==> src/rtl/cq_pkg.sv <==
package cq_pkg;
  localparam int unsigned CQ_TAG_W = 8;

  typedef struct packed {
    logic                vld;
    logic                fin;
    logic                dst;
    logic [CQ_TAG_W-1:0] tag;
  } cq_ent_t;

  // population count of a two-bit vector
  function automatic logic [1:0] cnt2(input logic [1:0] v);
    return {v[1] & v[0], v[1] ^ v[0]};
  endfunction
endpackage

==> src/rtl/cq_free_pool.sv <==
module cq_free_pool #(
  parameter  int unsigned SIZE = 6,
  localparam int unsigned CW   = $clog2(SIZE + 1)
) (
  input  logic          clk_i,
  input  logic          rst_ni,
  input  logic [1:0]    take_i,
  input  logic [1:0]    give_i,
  output logic [CW-1:0] free_o
);
  always_ff @(posedge clk_i or negedge rst_ni) begin
    if (!rst_ni) free_o <= CW'(SIZE);
    else         free_o <= free_o - CW'(take_i) + CW'(give_i);
  end
endmodule

==> src/rtl/cq_disp_arb.sv <==
module cq_disp_arb #(
  parameter int unsigned UNIT_W = 3
) (
  input  logic [1:0]          vld_i,
  input  logic [2*UNIT_W-1:0] unit_i,
  input  logic                room1_i,
  input  logic                room2_i,
  output logic [1:0]          acc_o
);
  logic same_unit;
  logic acc0;

  assign same_unit = unit_i[UNIT_W-1:0] == unit_i[2*UNIT_W-1:UNIT_W];
  assign acc0      = vld_i[0] & room1_i;
  // younger slot only rides along with the older one
  assign acc_o     = {acc0 & vld_i[1] & room2_i & ~same_unit, acc0};
endmodule

==> src/rtl/cq_rob.sv <==
module cq_rob
  import cq_pkg::*;
#(
  parameter  int unsigned DEPTH = 8,
  parameter  int unsigned FIN_N = 2,
  localparam int unsigned IW    = $clog2(DEPTH)
) (
  input  logic                  clk_i,
  input  logic                  rst_ni,
  input  logic [1:0]            push_i,
  input  logic [2*CQ_TAG_W-1:0] push_tag_i,
  input  logic [1:0]            push_dst_i,
  input  logic [FIN_N-1:0]      fin_vld_i,
  input  logic [FIN_N*IW-1:0]   fin_idx_i,
  output logic [1:0]            ret_o,
  output logic [2*CQ_TAG_W-1:0] ret_tag_o,
  output logic [1:0]            ret_dst_o
);
  cq_ent_t       ent_q [DEPTH];
  cq_ent_t       ent_d [DEPTH];
  logic [IW-1:0] head_q, tail_q;
  logic [IW-1:0] head1, tail1;
  logic          ret0, ret1;

  function automatic logic [IW-1:0] wrap_inc(input logic [IW-1:0] p);
    return (p == IW'(DEPTH - 1)) ? '0 : p + IW'(1);
  endfunction

  assign head1 = wrap_inc(head_q);
  assign tail1 = wrap_inc(tail_q);

  assign ret0      = ent_q[head_q].vld & ent_q[head_q].fin;
  assign ret1      = ret0 & ent_q[head1].vld & ent_q[head1].fin;
  assign ret_o     = {ret1, ret0};
  assign ret_tag_o = {ent_q[head1].tag, ent_q[head_q].tag};
  assign ret_dst_o = {ent_q[head1].dst, ent_q[head_q].dst};

  always_comb begin
    ent_d = ent_q;
    for (int f = 0; f < FIN_N; f++) begin
      if (fin_vld_i[f] && (int'(fin_idx_i[f*IW +: IW]) < DEPTH)
          && ent_q[fin_idx_i[f*IW +: IW]].vld)
        ent_d[fin_idx_i[f*IW +: IW]].fin = 1'b1;
    end
    if (ret0) ent_d[head_q].vld = 1'b0;
    if (ret1) ent_d[head1].vld  = 1'b0;
    if (push_i[0])
      ent_d[tail_q] = '{vld: 1'b1, fin: 1'b0, dst: push_dst_i[0],
                        tag: push_tag_i[CQ_TAG_W-1:0]};
    if (push_i[1])
      ent_d[tail1]  = '{vld: 1'b1, fin: 1'b0, dst: push_dst_i[1],
                        tag: push_tag_i[2*CQ_TAG_W-1:CQ_TAG_W]};
  end

  always_ff @(posedge clk_i or negedge rst_ni) begin
    if (!rst_ni) begin
      for (int i = 0; i < DEPTH; i++) ent_q[i] <= '0;
      head_q <= '0;
      tail_q <= '0;
    end else begin
      ent_q  <= ent_d;
      head_q <= ret1 ? wrap_inc(head1) : (ret0 ? head1 : head_q);
      tail_q <= push_i[1] ? wrap_inc(tail1) : (push_i[0] ? tail1 : tail_q);
    end
  end
endmodule

==> src/rtl/cq_dispatch_ctrl.sv <==
module cq_dispatch_ctrl
  import cq_pkg::*;
#(
  parameter  int unsigned NUM_REN  = 6,
  parameter  int unsigned CQ_DEPTH = 8,
  parameter  int unsigned UNIT_W   = 3,
  parameter  int unsigned FIN_N    = 2,
  localparam int unsigned IDX_W    = $clog2(CQ_DEPTH),
  localparam int unsigned RFW      = $clog2(NUM_REN + 1),
  localparam int unsigned QFW      = $clog2(CQ_DEPTH + 1)
) (
  input  logic                  clk_i,
  input  logic                  rst_ni,
  input  logic [1:0]            slot_vld_i,
  input  logic [2*CQ_TAG_W-1:0] slot_tag_i,
  input  logic [2*UNIT_W-1:0]   slot_unit_i,
  input  logic [1:0]            slot_dst_i,
  input  logic [FIN_N-1:0]      fin_vld_i,
  input  logic [FIN_N*IDX_W-1:0] fin_idx_i,
  output logic [1:0]            disp_acc_o,
  output logic [1:0]            ret_vld_o,
  output logic [2*CQ_TAG_W-1:0] ret_tag_o,
  output logic [1:0]            ret_dst_o,
  output logic [RFW-1:0]        ren_free_o,
  output logic [QFW-1:0]        cq_free_o
);
  logic       room1, room2;
  logic [1:0] n_acc, n_ret;

  // pools seen here are last edge's values: frees from a retire show up one cycle later
  assign room1 = (ren_free_o != '0) && (cq_free_o != '0);
  assign room2 = (ren_free_o >= RFW'(2)) && (cq_free_o >= QFW'(2));

  cq_disp_arb #(.UNIT_W(UNIT_W)) u_arb (
    .vld_i   (slot_vld_i),
    .unit_i  (slot_unit_i),
    .room1_i (room1),
    .room2_i (room2),
    .acc_o   (disp_acc_o)
  );

  assign n_acc = cnt2(disp_acc_o);
  assign n_ret = cnt2(ret_vld_o);

  cq_free_pool #(.SIZE(NUM_REN)) u_ren_pool (
    .clk_i  (clk_i),
    .rst_ni (rst_ni),
    .take_i (n_acc),
    .give_i (n_ret),
    .free_o (ren_free_o)
  );

  cq_free_pool #(.SIZE(CQ_DEPTH)) u_slot_pool (
    .clk_i  (clk_i),
    .rst_ni (rst_ni),
    .take_i (n_acc),
    .give_i (n_ret),
    .free_o (cq_free_o)
  );

  cq_rob #(.DEPTH(CQ_DEPTH), .FIN_N(FIN_N)) u_rob (
    .clk_i      (clk_i),
    .rst_ni     (rst_ni),
    .push_i     (disp_acc_o),
    .push_tag_i (slot_tag_i),
    .push_dst_i (slot_dst_i),
    .fin_vld_i  (fin_vld_i),
    .fin_idx_i  (fin_idx_i),
    .ret_o      (ret_vld_o),
    .ret_tag_o  (ret_tag_o),
    .ret_dst_o  (ret_dst_o)
  );
endmodule

==> config.mk <==
export PLATFORM = sky130hd
export DESIGN_NAME = cq_dispatch_ctrl
export DESIGN_NICKNAME = d
export VERILOG_FILES = /design/src/rtl/cq_pkg.sv /design/src/rtl/cq_free_pool.sv /design/src/rtl/cq_disp_arb.sv /design/src/rtl/cq_rob.sv /design/src/rtl/cq_dispatch_ctrl.sv
export SDC_FILE = /design/constraint.sdc
export NUM_CORES = 1
export LEC_CHECK = 0
export ABC_AREA = 0
export BUFFER_PORTS_ARGS = -buffer_cell sky130_fd_sc_hd__buf_2
export CORE_ASPECT_RATIO = 1.75
export CORE_MARGIN = 4
export CORE_UTILIZATION = 40
export DETAILED_ROUTE_END_ITERATION = 7
export PLACE_DENSITY = 0.58
export SKIP_LAST_GASP = 1
export SLEW_MARGIN = 20
export SYNTH_ARGS = -nofsm -noshare
export SYNTH_HDL_FRONTEND = slang
export SYNTH_SLANG_ARGS = --single-unit
==> constraint.sdc <==
create_clock -name clk_i -period 4 [get_ports clk_i]
set_input_delay 0.4 -clock clk_i [delete_from_list [all_inputs] [get_ports clk_i]]
set_output_delay 0.4 -clock clk_i [all_outputs]
set_load 0.02 [all_outputs]
Word level (Yosys, flattened, before mapping)

Cells that the tools add are included.

Add/sub/neg operators: 8
Multipliers: 0
Div/mod/pow operators: 0
Order comparisons: 14
Eq/ne operators: 5
Shifts and indexed selects: 0
Muxes and demuxes: 44
Bitwise logic cells: 18
Reduce and logical (&&, ||, !) cells: 14

Operator list:

| operator              | number |
|---|---|
| $bwmux W88            | 6 |
| $mux W88              | 6 |
| $demux W11 S3         | 6 |
| $bmux W11 S3          | 4 |
| $mux W11              | 12 |
| $ge A4 B4 Y1 const B  | 6 |
| $lt A4 B1 Y1 const B  | 6 |
| $mux W3               | 8 |
| $not A3 Y4            | 6 |
| $mux W10              | 2 |
| $add A3 B1 Y3 const B | 4 |
| $eq A3 B3 Y1 const B  | 4 |
| $logic_and A1 B1 Y1   | 10 |
| $and A1 B1 Y1         | 9 |
| $add A4 B2 Y4         | 1 |
| $ge A4 B2 Y1 const B  | 1 |
| $reduce_bool A2 Y1    | 2 |
| $reduce_bool A4 Y1    | 1 |
| $sub A4 B2 Y4         | 1 |
| $add A3 B2 Y3         | 1 |
| $eq A3 B3 Y1          | 1 |
| $ge A3 B2 Y1 const B  | 1 |
| $reduce_bool A3 Y1    | 1 |
| $sub A3 B2 Y3         | 1 |
| other kinds (2)       | 3 |

Bits in registers: 101
Bits in latches: 0
RAM bits: 0
ROM bits: 0
Word-level logic and storage cells: 139
Memories: 0

Logic depth before layout (Yosys ltp)

Depth in word-level cells: 17
Mapped depth: 16
Gate-level depth less buffers: 14

Hierarchy

A second synthesis with hierarchy kept.

Cell total of the unflattened synthesis: 776
Area total of the unflattened synthesis: 6,663.9 um^2

By module, submodules not included:

| module                     | instances | cells an instance | area each (um^2) |
|---|---|---|---|
| cq_rob                     | 1         | 728               | 6,117.1 |
| cq_free_pool (u_slot_pool) | 1         | 23                | 264.0 |
| cq_free_pool (u_ren_pool)  | 1         | 12                | 180.2 |
| cq_disp_arb                | 1         | 7                 | 52.6 |
| cq_dispatch_ctrl           | 1         | 6                 | 50.0 |

Least setup slack after synthesis

OpenSTA, ideal clock, no wires.

Path kind: register to register
Start point: register u_rob.head_q[1]
End point: register u_slot_pool.free_o[3]
Arrival: 3.630 ns
Data required time: 3.925 ns
Path slack: 0.295 ns
Cell stages (with the launch flop): 16
Path buffers: 1
Period minus slack after synthesis: 3.705 ns
Cell sequence: dfrtp_1 ha_1 ha_1 or2_4 mux4_2 mux2_2 clkbuf_1 nor2_1 ha_1 inv_1 fa_1 inv_1 ha_1 a21o_1 a21oi_1 xor2_1

Longest elaborated chain between the ends: 10

RTL lines:

| element                                        | line               | text |
|---|---|---|
| from (decl)                                    | cq_rob.sv:21       | `logic [IW-1:0] head_q, tail_q;` |
| from (signal assigned)                         | cq_rob.sv:62       | `head_q <= ret1 ? wrap_inc(head1) : (ret0 ? head1 : head_q);` |
| $add A3 B1 Y3 or $eq A3 B3 Y1 (tied branches)  | cq_rob.sv:26       | `return (p == IW'(DEPTH - 1)) ? '0 : p + IW'(1);` |
| $mux W3                                        | cq_rob.sv:26       |  |
| $not A3 Y4 (implied by the code)               | cq_rob.sv:33       | `assign ret1 = ret0 & ent_q[head1].vld & ent_q[head1].fin;` |
| $bmux W11 S3                                   | cq_rob.sv:33       |  |
| $mux W11 (2 in a row)                          | n/a                |  |
| $and A1 B1 Y1                                  | cq_rob.sv:33       |  |
| $and A1 B1 Y1 *                                | cq_rob.sv:33       |  |
| via u_rob.ret1                                 | cq_rob.sv:23       | `logic ret0, ret1;` |
| $xor A1 B1 Y1 or $and A1 B1 Y1 (tied branches) | cq_pkg.sv:13       | `return {v[1] & v[0], v[1] ^ v[0]};` |
| $add A4 B2 Y4 *                                | cq_free_pool.sv:13 | `else free_o <= free_o - CW'(take_i) + CW'(give_i);` |
| to (signal assigned)                           | cq_free_pool.sv:12 | `if (!rst_ni) free_o <= CW'(SIZE);` |
| to (signal assigned)                           | cq_free_pool.sv:13 |  |
| to (decl)                                      | cq_free_pool.sv:9  | `output logic [CW-1:0] free_o` |

The timed path passes the listed nets; every way through them passes the cells marked *. The select of a mux whose other input is x is not followed.
A chain may end at the register's enable or synchronous reset.

Final worst setup path

Start point: register u_rob.head_q[1]
End point: register u_slot_pool.free_o[3]

Longest elaborated chain between the ends: 10

RTL lines:

| element                                        | line |
|---|---|
| $add A3 B1 Y3 or $eq A3 B3 Y1 (tied branches)  | cq_rob.sv:26 |
| $mux W3                                        | cq_rob.sv:26 |
| $not A3 Y4 (implied by the code)               | cq_rob.sv:33 |
| $bmux W11 S3                                   | cq_rob.sv:33 |
| $mux W11 (2 in a row)                          | n/a |
| $and A1 B1 Y1 (2 in a row)                     | cq_rob.sv:33 |
| $xor A1 B1 Y1 or $and A1 B1 Y1 (tied branches) | cq_pkg.sv:13 |
| $add A4 B2 Y4 *                                | cq_free_pool.sv:13 |

Every way passes the cells marked *; elsewhere a longest branch is shown, timed or not. The select of a mux whose other input is x is not followed.

==> results.md <==
- Status: complete, no violations
- Max Freq: 0.267 GHz
- Post-synthesis simple-gate area fraction: 13.6%
- DR DRC count: 0
- Power Dens Cells: 987 nW/um^2
- CP max-delay cell: fa_1
- Synth Area in Compound Gates: 13.0%
- Width of the die: 106 um
- Ant. Diodes: 0
- Crit-path cells: ha_1 > ha_1 > or2_4 > mux4_2 > mux2_2 > nor2_2 > ha_1 > inv_1 > fa_1 > inv_1 > ha_1 > a21o_1 > a21oi_1 > xor2_1
- Critical path launch point type: flop
- Synth area leaders: dfrtp_1 (37%), mux2i_1 (12%), mux4_2 (8.1%)
- Port buffer count: 64
- Mapped Nets: 738
- CTS root buf: clkbuf_16
- Largest area contributor in the synthesized netlist: dfrtp_1
- Critical path class: reg2reg
- Top FF cell, synth: dfrtp_1
- Cell leakage power: 3.38 nW
- Vias in the first global route: 5620
- Pin count of the biggest net entering global routing: 79
- Reg2Reg Launch Point: u_rob.head_q[1]$_DFFE_PN0P_
- Synthesized area: 6660 um^2
- Tmin final: 3.75 ns
- Crit-path max FO: 11
- CP Launch Point: u_rob.head_q[1]$_DFFE_PN0P_
- Final Hold Fails: 0
- RSZ-0062 raised after global routing: no
- Top-count cell post-synth: dfrtp_1
- Clock Skew: 0.0106 ns
- Routed wire per std cell: 21.4 um
- Yosys cell types: 62
- Gr ovfl total: 0
- CTS tree: built
- Die Y: 179 um
- Post-Synth Adder-Cell Area: 4.21%
- Endpoint class of the critical path: flop
- DIE AREA: 18900 um^2
- Synthesized area per cell: 9.76 um^2
- CP Buf/Inv Count: 2
- Drt initial violations: 383
- Register area: 2530 um^2
- Layout Nets: 779
- Max Slew Vio Count: 0
- Worst IR drop on VDD: 0.539 mV
- Share of post-route cells with drive strength above 1: 21.4%
- Most common cell on crit path: ha_1
- Crit path DAT: 4.03 ns
- GRT Total Usage: 22.1%
- Post-synth top cells: dfrtp_1 (98), mux2i_1 (78), nor2_1 (68)
- CP Data Required Time: 4.29 ns
- Post-synthesis sequential area ratio: 38.0%
- Dpl ws: 0.161 ns
- Multi-input logic area: 3830 um^2
- CTS Buf Count: 9
- Synth top area share: 36.8%
- Crit-path max cell delay: 0.55 ns
- Largest family of logic cells by synthesized area: multiplexers
- DR pass1 iterations: 5
- Final setup viols: 0
- Setup slack after layout: 0.252 ns
- Synth warnings: 0
- Slew @ Worst Pin: 1.01 ns
- Number of flops mapped to enable cells by yosys: 0
- Drt total wl: 20400 um
- Xor-xnor portion of the synthesized cell area: 1.18%
- Detailed-route via count: 5537
- First-pass GRT wire length: 31700 um
- Clock Sinks: 101
- Slew HR: 32.7%
- Crit path max-delay family: adder cells
- Min-delay worst type: in2async
- Layout fillers: 1580
- Setup TNS Final: 0 ns
- Mapped Cells: 682
- GPL Wtd Cong: 0.928
- Util after Layout: 45.7%
- Row count: 62
- Layout area overhead: 12.4%
- Synth Register Bits: 101
- H-tree Lvls: 3
- DR vias/cell: 5.82
- Post-synthesis mux area share: 25.1%
- CTS clk-pin slew, worst paths: 0.07 ns
- Clk buf depth: 2
- Final period util: 93.7%
- Detail Route Antenna Nets: 0
- Hold buffer count at cts: 0
- Initial antenna violation count: 0
- Max-cap check violation count: 0
- HPWL Detailed: 14500 um
- Starting Density: 40.7%
- Worst-skew pair later-pin latency: 0.35 ns
- Post-synth ARST share: 100%
- Core Region: 16400 um^2
- I/O pin count: 65
metrics by stage:
stage                     power (W)  hold WS (ns)  cells  area, um^2
after global routing        0.00793         0.143    952        7490
after floorplan             0.00521         0.104    682        6660
final                       0.00739        0.0870    952        7490
after detailed placement    0.00653         0.509    936        7200
after global placement      0.00638         0.493    936        7200
after CTS                   0.00740         0.276    952        7480
per-layer routing:
layer / up-vias / GRT usage [%] / wire (um)
met5: - / 0 / 0
li1: 2541 / - / -
met3: 59 / 3.42 / 1040
met1: 2707 / 25.5 / 7770
met2: 230 / 39.3 / 10800
met4: 0 / 11.6 / 823
placed cells by master, fill, tap and decap left out, drive strengths merged, types with 3 or more instances in the layout:
master,Yosys,layout
nand2,64,64
a31oi,11,11
a21oi,65,65
nand4,3,3
nor2b,9,9
buf,15,84
nor4,5,5
nand2b,4,4
o21ai,23,23
o22ai,3,3
inv,24,28
o211ai,3,3
nor3,5,5
nand3b,3,3
nor3b,3,3
fa,4,4
mux2i,78,78
a21boi,3,3
a22oi,4,4
nand3,15,15
a211oi,3,3
mux4,24,24
o41ai,3,3
mux2,31,31
dfrtp,98,98
ha,16,16
nor2,68,68
xnor2,7,7
dfstp,3,3
o221ai,3,3
and2,6,6
or4,3,3
a311o,3,3
clkbuf,39,10
area by class of cell:
class	count	area share (%)
Multi-Input combinational cell	503	51.1
Inverter	24	1.20
Clock inverter	6	0.685
Timing Repair Buffer	84	6.37
Tap cell	224	3.74
Sequential cell	101	33.8
Clock buffer	10	3.06
registers in the layout, indices dropped and copies added, names as in the netlist:
name	count
u_rob.ent_q	88
u_slot_pool.free_o	4
u_ren_pool.free_o	3
u_rob.head_q	3
u_rob.tail_q	3
timing repair:
item                       4_1_cts  5_1_grt
setup buffers                    0        0
hold endpoints to repair         0        0
resized for setup                0        2
setup endpoints to repair        0        1
cell families after synthesis:
kind of cell,count (synthesis)
AOI/OAI and AO/OA,143
xor gates and xnor gates,9
adders and majority gates,20
buffers and inverters,78
DFF,101
muxes,133
and+or+nand+nor,198
where the power goes:
part	switching [W]	internal, W
sequential	0.000470	0.00158
combinational	0.00252	0.00196
clock	0.000422	0.000433
worst paths after layout:
check | end | slack, ns | depth (start not counted)
worst min-delay path | u_rob.ent_q[35]$_DFF_PN0_ | 0.09 | 1
max in group asynchronous | u_rob.ent_q[14]$_DFF_PN0_ | 3.02 | 2
worst max register to register | u_slot_pool.free_o[3]$_DFF_PN1_ | 0.25 | 14
worst max-delay path | u_slot_pool.free_o[3]$_DFF_PN1_ | 0.25 | 14
worst min register to register | u_ren_pool.free_o[2]$_DFF_PN1_ | 0.52 | 1
min in group clk_i | u_rob.ent_q[78]$_DFF_PN0_ | 0.36 | 3
No activity file was read; power rests on OpenSTA's default activity.
